`config.mk`:
```
export PLATFORM = sky130hd
export DESIGN_NAME = sync_serial_xcvr
export DESIGN_NICKNAME = d
export VERILOG_FILES = /design/src/rtl/ssx_pkg.sv /design/src/rtl/ssx_clkgen.sv /design/src/rtl/ssx_tx.sv /design/src/rtl/ssx_rx.sv /design/src/rtl/sync_serial_xcvr.sv
export SDC_FILE = /design/constraint.sdc
export NUM_CORES = 1
export LEC_CHECK = 0
export BUFFER_PORTS_ARGS = -buffer_cell sky130_fd_sc_hd__buf_2
export CORE_MARGIN = 1.5
export CORE_UTILIZATION = 50
export CTS_CLUSTER_SIZE = 8
export DETAILED_ROUTE_END_ITERATION = 10
export HOLD_SLACK_MARGIN = 0.1
export PLACE_DENSITY = 0.72
export REMOVE_ABC_BUFFERS = 1
export SKIP_LAST_GASP = 1
export SLEW_MARGIN = 0
export SYNTH_ARGS = -nofsm -noshare
export SYNTH_HDL_FRONTEND = slang
export SYNTH_SLANG_ARGS = --single-unit
```
`constraint.sdc`:
```
create_clock -name clk -period 2.6 [get_ports clk]
set_input_delay 0.26 -clock clk [delete_from_list [all_inputs] [get_ports clk]]
set_output_delay 0.26 -clock clk [all_outputs]
set_load 0.05 [all_outputs]
```
`src/rtl/ssx_pkg.sv`:
```
package ssx_pkg;

  // Serial clock edge strobes, one system cycle wide.
  typedef struct packed {
    logic fall;
    logic rise;
  } ssx_edges_t;

  // Clock source selection: 2'b0x internal divider, 2'b1x external pin.
  function automatic logic ssx_is_ext(input logic [1:0] mode);
    return (mode == 2'b10) || (mode == 2'b11);
  endfunction

endpackage

```
`src/rtl/ssx_clkgen.sv`:
```
module ssx_clkgen
  import ssx_pkg::*;
#(
  parameter int DIV_W  = 8,
  parameter int SYNC_N = 2
) (
  input  logic             clk,
  input  logic             rst,
  input  logic             ext_sel,
  input  logic [DIV_W-1:0] div_cfg,
  input  logic             need,
  input  logic             sck_i,
  output ssx_edges_t       edges,
  output logic             sck_o,
  output logic             sck_oe
);

  // Internal divider state
  logic             sck_q;
  logic [DIV_W-1:0] cnt_q;
  logic             int_fall, int_rise;

  // External clock synchronizer and edge detector
  logic [SYNC_N-1:0] sync_q;
  logic              prev_q;
  logic              ext_fall, ext_rise;

  assign int_fall = !ext_sel && sck_q && (cnt_q == '0) && need;
  assign int_rise = !ext_sel && !sck_q && (cnt_q == '0);

  always_ff @(posedge clk) begin
    if (rst) begin
      sck_q  <= 1'b1;
      cnt_q  <= '0;
      sck_oe <= 1'b1;
    end else begin
      sck_oe <= !ext_sel;
      if (int_fall || int_rise) begin
        sck_q <= !sck_q;
        cnt_q <= div_cfg;
      end else if (cnt_q != '0) begin
        cnt_q <= cnt_q - 1'b1;
      end
    end
  end

  always_ff @(posedge clk) begin
    if (rst) begin
      sync_q <= '1;
      prev_q <= 1'b1;
    end else begin
      sync_q <= {sync_q[SYNC_N-2:0], sck_i};
      prev_q <= sync_q[SYNC_N-1];
    end
  end

  assign ext_fall = prev_q && !sync_q[SYNC_N-1];
  assign ext_rise = !prev_q && sync_q[SYNC_N-1];

  assign edges.fall = ext_sel ? ext_fall : int_fall;
  assign edges.rise = ext_sel ? ext_rise : int_rise;
  assign sck_o      = sck_q;

endmodule

```
`src/rtl/ssx_tx.sv`:
```
module ssx_tx
  import ssx_pkg::*;
#(
  parameter int DATA_W = 8
) (
  input  logic              clk,
  input  logic              rst,
  input  ssx_edges_t        edges,
  input  logic              wr,
  input  logic [DATA_W-1:0] wdata,
  output logic              empty,
  output logic              need,
  output logic              txd
);

  localparam int CNT_W = (DATA_W > 1) ? $clog2(DATA_W) : 1;
  localparam logic [CNT_W-1:0] LAST_IDX = CNT_W'(DATA_W - 1);

  logic [DATA_W-1:0] hold_q, shf_q;
  logic              full_q, act_q, txd_q;
  logic [CNT_W-1:0]  idx_q;
  logic              last;

  assign last = (idx_q == LAST_IDX);

  always_ff @(posedge clk) begin
    if (rst) begin
      hold_q <= '0;
      shf_q  <= '0;
      full_q <= 1'b0;
      act_q  <= 1'b0;
      idx_q  <= '0;
      txd_q  <= 1'b1;
    end else begin
      if (wr && !full_q) begin
        hold_q <= wdata;
        full_q <= 1'b1;
      end
      if (edges.fall) begin
        if (act_q && !last) begin
          shf_q <= shf_q >> 1;
          txd_q <= shf_q[1];
          idx_q <= idx_q + 1'b1;
        end else if (full_q) begin
          shf_q  <= hold_q;
          txd_q  <= hold_q[0];
          idx_q  <= '0;
          act_q  <= 1'b1;
          full_q <= 1'b0;
        end
      end
      if (edges.rise && act_q && last)
        act_q <= 1'b0;
    end
  end

  assign empty = !full_q;
  assign need  = (act_q && !last) || full_q;
  assign txd   = txd_q;


  txd_hold_chk: assert property (@(posedge clk) disable iff (rst)
    !edges.fall |=> $stable(txd_q));


  empty_set_chk: assert property (@(posedge clk) disable iff (rst)
    $fell(full_q) |-> $past(edges.fall));

endmodule

```
`src/rtl/ssx_rx.sv`:
```
module ssx_rx #(
  parameter int DATA_W = 8
) (
  input  logic              clk,
  input  logic              rst,
  input  logic              rise,
  input  logic              rxd,
  input  logic              rd,
  output logic [DATA_W-1:0] rdata,
  output logic              full,
  output logic              overrun
);

  localparam int CNT_W = (DATA_W > 1) ? $clog2(DATA_W) : 1;
  localparam logic [CNT_W-1:0] LAST_IDX = CNT_W'(DATA_W - 1);

  logic [DATA_W-1:0] shf_q, buf_q, next_shf;
  logic [CNT_W-1:0]  idx_q;
  logic              full_q, ovr_q, done;

  assign next_shf = {rxd, shf_q[DATA_W-1:1]};
  assign done     = rise && (idx_q == LAST_IDX);

  always_ff @(posedge clk) begin
    if (rst) begin
      shf_q  <= '0;
      buf_q  <= '0;
      idx_q  <= '0;
      full_q <= 1'b0;
      ovr_q  <= 1'b0;
    end else begin
      if (rise) begin
        shf_q <= next_shf;
        idx_q <= (idx_q == LAST_IDX) ? '0 : idx_q + 1'b1;
      end
      if (rd) begin
        full_q <= 1'b0;
        ovr_q  <= 1'b0;
      end
      if (done) begin
        if (full_q && !rd) begin
          ovr_q <= 1'b1;
        end else begin
          buf_q  <= next_shf;
          full_q <= 1'b1;
        end
      end
    end
  end

  assign rdata   = buf_q;
  assign full    = full_q;
  assign overrun = ovr_q;


  full_on_rise_chk: assert property (@(posedge clk) disable iff (rst)
    $rose(full_q) |-> $past(rise));


  ovr_needs_full_chk: assert property (@(posedge clk) disable iff (rst)
    $rose(ovr_q) |-> $past(full_q));

endmodule

```
`src/rtl/sync_serial_xcvr.sv`:
```
module sync_serial_xcvr
  import ssx_pkg::*;
#(
  parameter int DATA_W = 8,
  parameter int DIV_W  = 8,
  parameter int SYNC_N = 2
) (
  input  logic              clk,
  input  logic              rst,
  input  logic [1:0]        clk_mode,
  input  logic [DIV_W-1:0]  div_cfg,
  input  logic              sck_i,
  output logic              sck_o,
  output logic              sck_oe,
  input  logic              tx_wr,
  input  logic [DATA_W-1:0] tx_data,
  output logic              tx_empty,
  output logic              txd,
  input  logic              rxd,
  input  logic              rx_rd,
  output logic [DATA_W-1:0] rx_data,
  output logic              rx_full,
  output logic              rx_overrun
);

  ssx_edges_t edges;
  logic       ext_sel, tx_need;

  assign ext_sel = ssx_is_ext(clk_mode);

  ssx_clkgen #(.DIV_W(DIV_W), .SYNC_N(SYNC_N)) u_clk (
    .clk(clk), .rst(rst), .ext_sel(ext_sel), .div_cfg(div_cfg),
    .need(tx_need), .sck_i(sck_i), .edges(edges),
    .sck_o(sck_o), .sck_oe(sck_oe)
  );

  ssx_tx #(.DATA_W(DATA_W)) u_tx (
    .clk(clk), .rst(rst), .edges(edges), .wr(tx_wr), .wdata(tx_data),
    .empty(tx_empty), .need(tx_need), .txd(txd)
  );

  ssx_rx #(.DATA_W(DATA_W)) u_rx (
    .clk(clk), .rst(rst), .rise(edges.rise), .rxd(rxd), .rd(rx_rd),
    .rdata(rx_data), .full(rx_full), .overrun(rx_overrun)
  );


  idle_high_chk: assert property (@(posedge clk) disable iff (rst)
    (!ext_sel && sck_o && !tx_need) |=> sck_o);

endmodule

```
==> results.ini, run 1 <==
[clock_tree]
clk_latency_ns = 0.31
root_buffer = clkbuf_8
htreeDepth = 2
clockBufferDepth = 2
cts_tree = yes
numCtsBuffers = 5
clk_pin_slew_ns = 0.10
cts_resized = 0
cts_num_sinks = 54

[sta]
setup_tns_ns = 0
finalWorstPathRequiredPeriod_ns = 2.28
setup_viol = 0
min_period_over_period_pct = 87.6
hold_violations = 0
tightest_slew_ns = 0.664
maxSlewViolCount = 0
max_freq_mhz = 439
fin_skew_ns = 0.00786
rsz0062_at_grt = false
slew_headroom_pct = 55.7

[floorplanning]
die_w_um = 70.5
io_pins = 38
fp.coreArea_um2 = 4380
initial_core_util_pct = 52.0
fp.dieArea_um2 = 4980
die_y_um = 70.5
placementRows = 24

[placed_design]
post-dp-hpwl_um = 2820
gp_congestion = 0.817
port_buffers = 36
dp.cells = 321

[worst_setup_path]
required_ns = 2.80
start_kind = register
reg2reg_depth = 7
cp_max_fo = 14
rrSetupSlack_ns = 0.32
timing.rr.end = u_rx.rdata[3]$_SDFFE_PP0P_
endpoint_kind = register
cp.arrival_ns = 2.48
r2r-start = u_clk.cnt_q[0]$_SDFFE_PP0P_
path_class = reg2reg

[logic_synthesis]
ys_ff_latch = 54
yosys-top-cells-area = dfxtp_1 (47%), mux2i_1 (12%), nand2_1 (6.6%), a21oi_1 (4.8%), ha_1 (2.7%)
synth.most_common_cell = dfxtp_1
ys_warn_count = 0
synth_edf_count = 0
synth.distinct_cells = 41
synth_top_area_share_pct = 47.4
synth.yosys.seq_area_share_pct = 47.4
synthArstFlopShare_pct = 0
ys.flop_type = dfxtp_1
synth_cells = 240
syn_area_um2 = 2280
synth_area_leader_cell = dfxtp_1
avgSynthCellArea_um2 = 9.50
synthTopCellsByCount = dfxtp_1 (54), nand2_1 (40), mux2i_1 (27), a21oi_1 (22), nor2_1 (12)

[routing]
drt_first_pass_iters = 4
drt-vias-per-instance = 5.38
drt_first_iter_violations = 96
drc = 0
wl_per_cell_um = 12.7
vias = 1774
wl_um = 4180
drtAntennaViolNets = 0

[run]
drv_cap = 0

[pwr]
power_density_nw_per_um2 = 823
p_int_mw = 1.41
p_leak_nw = 1.13
p_switching_mw = 0.741
vdd_ir_drop_max_mv = 0.320
power.share.clock_pct = 23.1
p_seq_share_pct = 46.3
pwr-share-comb_pct = 30.6
p_sw_share_pct = 34.5

[global_routing]
grt_pass1_vias = 1591
grt_pass1_wl_um = 7140
grt_overflow = 0
grt_use_total_pct = 18.1
grt_start_max_net_pins = 35
antenna_found_initial = 0

[final_layout]
seq_area_um2 = 1080
fillers = 410
multi_input_area_um2 = 1120
fin_nets = 306
drive_above_1_share_pct = 20.9
diodes = 0
syn2layout_area_growth_pct = 14.5
final_cells = 330

[status]
status = finished, final reports clean

[min_path]
hold_class = in2reg
hold_depth = 2
min-delay-start = sck_i
whs_endpoint = u_clk.sync_q[0]$_SDFF_PP1_

## power by group through the flow
| stage | Clock (mW) | Sequential (mW) | Combinational (mW) |
|---|---|---|---|
| 2_1_floorplan | 0 | 1.01 | 0.479 |
| 3_3_place_gp | 0 | 1.01 | 0.641 |
| 3_5_place_dp | 0 | 1.01 | 0.650 |
| 4_1_cts | 0.513 | 0.994 | 0.656 |
| 5_1_grt | 0.547 | 1.01 | 0.741 |
| 6_report | 0.497 | 0.995 | 0.657 |
## worst max-delay path by stage
| stage | slack [ns] | endpoint | start | cells past startpoint |
|---|---|---|---|---|
| 4_1_cts | 0.31 | u_rx.rdata[3]$_SDFFE_PP0P_ | u_clk.cnt_q[0]$_SDFFE_PP0P_ | 7 |
| 5_1_grt | 0.17 | u_rx.rdata[3]$_SDFFE_PP0P_ | u_clk.cnt_q[0]$_SDFFE_PP0P_ | 7 |
| 2_1_floorplan | 0.04 | u_rx.rdata[1]$_SDFFE_PP0P_ | u_clk.cnt_q[0]$_SDFFE_PP0P_ | 6 |
| 3_5_place_dp | 0.33 | u_rx.rdata[3]$_SDFFE_PP0P_ | u_clk.cnt_q[0]$_SDFFE_PP0P_ | 7 |
| 6_report | 0.32 | u_rx.rdata[3]$_SDFFE_PP0P_ | u_clk.cnt_q[0]$_SDFFE_PP0P_ | 7 |
| 3_3_place_gp | 0.36 | u_rx.rdata[7]$_SDFFE_PP0P_ | u_clk.cnt_q[0]$_SDFFE_PP0P_ | 7 |
## metrics by stage
step | power (mW) | utilization [%] | worst slack, ns | hold WS (ns) | cell area [um2]
2_1_floorplan | 1.49 | - | 0.0372 | 0.322 | 2210
6_report | 2.15 | 59.6 | 0.321 | 0.121 | 2610
3_5_place_dp | 1.66 | 57.1 | 0.333 | 0.433 | 2500
3_3_place_gp | 1.65 | 57.1 | 0.357 | 0.423 | 2500
5_1_grt | 2.29 | 59.6 | 0.172 | 0.110 | 2610
4_1_cts | 2.16 | 59.4 | 0.315 | 0.107 | 2600
## timing repair
action                                 4_1_cts  5_1_grt
setup endpoints to repair                    0        0
buffers inserted                             0        0
endpoints found under the hold margin        0        1
hold buffers                                 0        1
## cell type report
type,instances,area share [%]
multi-input cells,169,42.7
repair buffers,43,9.00
flip-flops and latches,54,41.4
clock inverters,2,0.670
well taps,52,2.49
clock buffers,6,3.16
inverters,4,0.575
## cell usage in the layout, fill, tap and decap left out, types with 2 or more instances in the layout
cell,count
dfxtp_1,54
mux2i_1,27
clkbuf_8,6
nor3_1,4
a31oi_1,4
nand3_1,9
buf_4,6
or2_2,3
a22o_1,2
a311oi_1,7
buf_2,36
ha_1,5
clkinv_4,2
inv_1,4
nor2_1,12
a21oi_1,22
nand2b_1,4
and3_1,3
o21ai_0,4
nor2b_1,2
nand3b_1,2
nand2_1,40
## layer usage
layer / track usage [%] / vias up / part of all wire (%)
met5: 0 / - / 0
met1: 23.5 / 804 / 50
met4: 6.92 / 0 / 1.7
met3: 6.27 / 10 / 4.3
met2: 28.1 / 33 / 44
li1: - / 927 / -
## sequential cells by signal, summed over array words and instances (netlist names), 2 cells and up
signal,count
u_clk.cnt_q,8
u_rx.rdata,8
u_tx.idx_q,3
u_tx.hold_q,8
u_clk.sync_q,2
u_rx.shf_q,7
u_rx.idx_q,3
u_tx.shf_q,7
## critical path, stage by stage, from the launching register on
cell	delay, ns
dfxtp_1	0.34
inv_1	0.09
ha_1	0.22
or4b_4	0.54
o41ai_4	0.31
buf_4	0.29
nand3_1	0.21
mux2i_1	0.16
## logic make-up after synthesis
group                    synth area share [%]
XOR/XNOR                                0.768
adder cells (fa/ha/maj)                  2.74
flip-flops                               47.4
buffers and inverters                    3.67
AO/OA/AOI/OAI                            15.3
AND/OR/NAND/NOR                          17.8
multiplexers                             12.3
(Power assumes the default switching activity.)
==> inputs of run 2 (changes only) <==
--- a/config.mk
+++ b/config.mk
@@ -5,8 +5,8 @@
 export SDC_FILE = /design/constraint.sdc
 export NUM_CORES = 1
 export LEC_CHECK = 0
-export BUFFER_PORTS_ARGS = -buffer_cell sky130_fd_sc_hd__buf_2
-export CORE_MARGIN = 1.5
+export BUFFER_PORTS_ARGS = -buffer_cell sky130_fd_sc_hd__clkbuf_2
+export CORE_MARGIN = 8
 export CORE_UTILIZATION = 50
 export CTS_CLUSTER_SIZE = 8
 export DETAILED_ROUTE_END_ITERATION = 10
==> results.ini, run 2 (same netlist as run 1, synthesis figures left out) <==
[routing]
drc = 0
drtAntennaViolNets = 0
drt_first_pass_iters = 4
drt_first_iter_violations = 78
vias = 1803
drt-vias-per-instance = 5.48
wl_per_cell_um = 13.4
wl_um = 4410

[final_layout]
syn2layout_area_growth_pct = 14.3
layout_commonest_cell = dfxtp_1
drive_above_1_share_pct = 20.9
utilization_pct = 59.5
diodes = 0
layout_common_cells = dfxtp_1 (54), nand2_1 (40), clkbuf_2 (36)
fillers = 403
seq_area_um2 = 1080
fin_nets = 305
multi_input_area_um2 = 1120

[sta]
whs_ns = 0.122
hold_violations = 0
slew_headroom_pct = 55.7
setup_viol = 0
min_period_over_period_pct = 86.9
max_freq_mhz = 443
maxSlewViolCount = 0
tightest_slew_ns = 0.663
rsz0062_at_grt = false
fin_skew_ns = 0.00819
finalWorstPathRequiredPeriod_ns = 2.26
setup_tns_ns = 0

[worst_setup_path]
path_class = reg2reg
required_ns = 2.80
cp_max_fo = 14
rrSetupSlack_ns = 0.34
endpoint_kind = register
cp.arrival_ns = 2.46
start_kind = register

[pwr]
p_total_mw = 2.16
p_leak_nw = 1.12
vdd_ir_drop_max_mv = 0.379
power_density_nw_per_um2 = 827

[placed_design]
port_buffers = 36
post-dp-hpwl_um = 3170
gp_congestion = 0.726

[floorplanning]
io_pins = 38
initial_core_util_pct = 52.0
die_w_um = 83.5
die_y_um = 83.5
placementRows = 24
fp.coreArea_um2 = 4380
fp.dieArea_um2 = 6980

[clock_tree]
clockBufferDepth = 2
clk_latency_ns = 0.30
numCtsBuffers = 5
root_buffer = clkbuf_8
clk_pin_slew_ns = 0.09
post-cts-setup-buffers = 0
ctsHoldBuffers = 0
cts_tree = yes
cts_num_sinks = 54
cts_resized = 0
htreeDepth = 2

[global_routing]
grt_pass1_wl_um = 7440
grt_use_total_pct = 12.5
grt_pass1_vias = 1671
grt_overflow = 0
grt_start_max_net_pins = 35
antenna_found_initial = 0

[min_path]
hold_class = in2reg

[run]
drv_cap = 0

[status]
status = finished, final reports clean

## run 2: cell count changes in the layout (fill, tap and decap cells not counted)
cell           previous run  this run
buf_2                    36         0
clkbuf_2                  0        36
clkbuf_8                  6         7
clkinv_4                  2         1
dlygate4sd3_1             1         0
## run 2: final timing paths
kind / from / end / cells after the start
max: u_clk.cnt_q[0]$_SDFFE_PP0P_ / u_rx.rdata[4]$_SDFFE_PP0P_ / 7
min: rx_rd / u_rx.overrun$_SDFF_PP0_ / 2
max reg2reg: u_clk.cnt_q[0]$_SDFFE_PP0P_ / u_rx.rdata[4]$_SDFFE_PP0P_ / 7
min reg2reg: u_clk.sync_q[0]$_SDFF_PP1_ / u_clk.sync_q[1]$_SDFF_PP1_ / 1
## run 2: critical path, cell delays in order (launching register included)
cell     delay [ns]
dfxtp_1        0.32
inv_1          0.08
ha_1           0.22
or4b_4         0.54
o41ai_4        0.33
buf_4          0.29
nand3_1        0.21
mux2i_1        0.16
## run 2: stage by stage
step                      setup slack, ns  instance area, um2  cells
after global routing                0.212                2610    329
after CTS                           0.334                2610    329
after detailed placement            0.333                2500    321
after global placement              0.359                2500    321
after floorplan                    0.0372                2210    227
final                               0.341                2610    329
## run 2: area by class of cell
type	instances	area share, %
Clock inverter	1	0.336
Multi-Input combinational cell	169	42.8
Inverter	4	0.576
Tap cell	52	2.50
Sequential cell	54	41.5
Clock buffer	7	3.69
Timing Repair Buffer	42	8.64
## run 2: metal layers
| metal | routed length, um | share of wire [%] | vias to the layer above | track usage, % |
|---|---|---|---|---|
| met5 | 0 | 0 | - | 0 |
| met4 | 40 | 0.91 | 0 | 3.92 |
| met3 | 173 | 3.9 | 6 | 4.20 |
| met2 | 1960 | 45 | 28 | 19.8 |
| met1 | 2230 | 51 | 840 | 15.5 |
| li1 | - | - | 929 | - |
## run 2: power breakdown
part           internal [mW]  total (mW)  switching [mW]
Clock                  0.244       0.508           0.264
Combinational          0.273       0.656           0.383
Sequential             0.914       0.992          0.0783
Total                   1.43        2.16           0.725
==> inputs of run 3 (changes only) <==
--- a/config.mk
+++ b/config.mk
@@ -17,4 +17,5 @@
 export SLEW_MARGIN = 0
 export SYNTH_ARGS = -nofsm -noshare
 export SYNTH_HDL_FRONTEND = slang
+export SYNTH_HIERARCHICAL = 1
 export SYNTH_SLANG_ARGS = --single-unit
==> results.ini, run 3 <==
[logic_synthesis]
synth_area_leader_cell = dfxtp_1
avgSynthCellArea_um2 = 9.37
synth_edf_count = 0
yosys-top-cells-area = dfxtp_1 (43%), mux2i_1 (9.6%), nand2b_1 (4.5%), nand2_1 (3.9%), nor2_1 (3.5%)
synth_cells = 266
synth.most_common_cell = dfxtp_1
synth.yosys.seq_area_share_pct = 43.4
synth.distinct_cells = 50
ys_ff_latch = 54
ys.flop_type = dfxtp_1
synthTopCellsByCount = dfxtp_1 (54), nand2_1 (26), mux2i_1 (24), nor2_1 (23), nand2b_1 (18)
ys_warn_count = 6
synthArstFlopShare_pct = 0
synth_top_area_share_pct = 43.4
syn_area_um2 = 2490

[pwr]
vdd_ir_drop_max_mv = 0.442
power_density_nw_per_um2 = 739
p_leak_nw = 1.12

[sta]
min_period_over_period_pct = 92.9
setup_ws_ns = 0.183
max_freq_mhz = 414
maxSlewViolCount = 0
fin_skew_ns = 0.00469
setup_viol = 0
rsz0062_at_grt = false
slew_headroom_pct = 58.8
tightest_slew_ns = 0.618
hold_violations = 0
finalWorstPathRequiredPeriod_ns = 2.42

[final_layout]
fin_nets = 331
drive_above_1_share_pct = 23.8
layout_commonest_cell = dfxtp_1
syn2layout_area_growth_pct = 12.6
stdcell_area_um2 = 2810
final_cells = 370
diodes = 0
layout_common_cells = dfxtp_1 (54), clkbuf_2 (36), nand2_1 (26)
utilization_pct = 59.1

[placed_design]
pre_cts_slack_ns = 0.236
port_buffers = 36
post-dp-hpwl_um = 3360
place_area_um2 = 2690
gp_congestion = 0.817
dp.cells = 360

[run]
drv_cap = 0

[routing]
drtAntennaViolNets = 0
wl_per_cell_um = 13.0
drt-vias-per-instance = 5.16
wl_um = 4810
drc = 0
drt_first_pass_iters = 4
vias = 1911
drt_first_iter_violations = 103

[floorplanning]
fp.coreArea_um2 = 4750
die_w_um = 86.6
placementRows = 25
io_pins = 38
initial_core_util_pct = 52.4
fp.dieArea_um2 = 7500
die_y_um = 86.6

[global_routing]
grt_use_total_pct = 13.9
grt_overflow = 0
grt_start_max_net_pins = 32
grt_pass1_vias = 1980
antenna_found_initial = 0
grt_pass1_wl_um = 8650

[clock_tree]
htreeDepth = 2
ctsHoldBuffers = 0
cts_tree = yes
root_buffer = clkbuf_8
numCtsBuffers = 5
clk_pin_slew_ns = 0.09
clk_latency_ns = 0.30
clockBufferDepth = 2
cts_num_sinks = 54

[worst_setup_path]
start_kind = register
path_class = reg2reg
endpoint_kind = register
cp_max_fo = 8
cp.arrival_ns = 2.59
r2r-start = u_tx/idx_q[0]$_SDFFE_PP0P_
critPathLaunch = u_tx/idx_q[0]$_SDFFE_PP0P_
required_ns = 2.77

[status]
status = finished, final reports clean

[min_path]
hold_class = in2reg
min-delay-start = rx_rd

==> run 3: changes by cell type after synthesis, moves of 5 or more <==
cell and delta:
a2111oi_0 +6, a21oi_1 -5, clkbuf_1 -5, nand2_1 -14, nand2b_1 +14, nand3_1 -6
nor2_1 +11, nor3_1 +6
==> run 3: final cells by class <==
cell class	count	area [um2]
fill	452	1950
multi-input combinational	189	1270
sequential	54	1080
timing repair buffer	46	255
tap	67	83.8
clock buffer	6	82.6
inverter	6	22.5
clock inverter	2	12.5
==> run 3: through the flow <==
step	power (mW)	hold WS [ns]	TNS [ns]
finish	2.07	0.132	0
global route	2.23	0.133	0
CTS	2.08	0.124	0
detailed placement	1.60	0.393	0
global placement	1.58	0.393	0
floorplan	1.45	0.326	-6.67
==> run 3: final timing paths <==
check	endpoint	slack, ns	depth (start not counted)
max reg2reg	u_tx/shf_q[7]$_SDFFE_PP0P_	0.18	12
min	u_rx/overrun$_SDFF_PP0_	0.13	2
max	u_tx/shf_q[7]$_SDFFE_PP0P_	0.18	12
min reg2reg	u_clk/sync_q[1]$_SDFF_PP1_	0.42	1
==> run 3: routing by layer <==
metal	GRT usage (%)	vias up	share of wire (%)
met1	17.1	882	49
met2	22.8	30	46
met5	0	-	0
li1	-	994	-
met4	4.23	0	0.67
met3	3.69	5	4.5
==> run 3: cells by family after synthesis <==
group | after synthesis | synth area share [%]
simple gates | 110 | 24.1
flops | 54 | 43.4
xor+xnor | 4 | 1.41
compound gates | 46 | 12.6
buf+inv | 23 | 6.37
fa+ha+maj | 5 | 2.51
mux | 24 | 9.63
==> run 3: repair_timing <==
| item | CTS | global route |
|---|---|---|
| endpoints found under the setup margin | 0 | 3 |
| buffers inserted | 0 | 2 |
| gates resized for setup | 0 | 5 |
| endpoints found under the hold margin | 0 | 0 |
==> run 3: where the power goes <==
part	internal (mW)	switching [mW]
sequential	0.904	0.0855
combinational	0.272	0.334
clock	0.214	0.264
total	1.39	0.684
==> run 3: critical path, cell delays in order (launching register included) <==
cell and delay [ns]:
dfxtp_1 0.34, ha_1 0.20, ha_1 0.20, or2b_2 0.30
nand2_1 0.11, nand2_1 0.07, or3_1 0.30, o21ai_0 0.14
buf_4 0.22, buf_4 0.13, nor2b_1 0.04, a31oi_1 0.15
a21oi_1 0.08
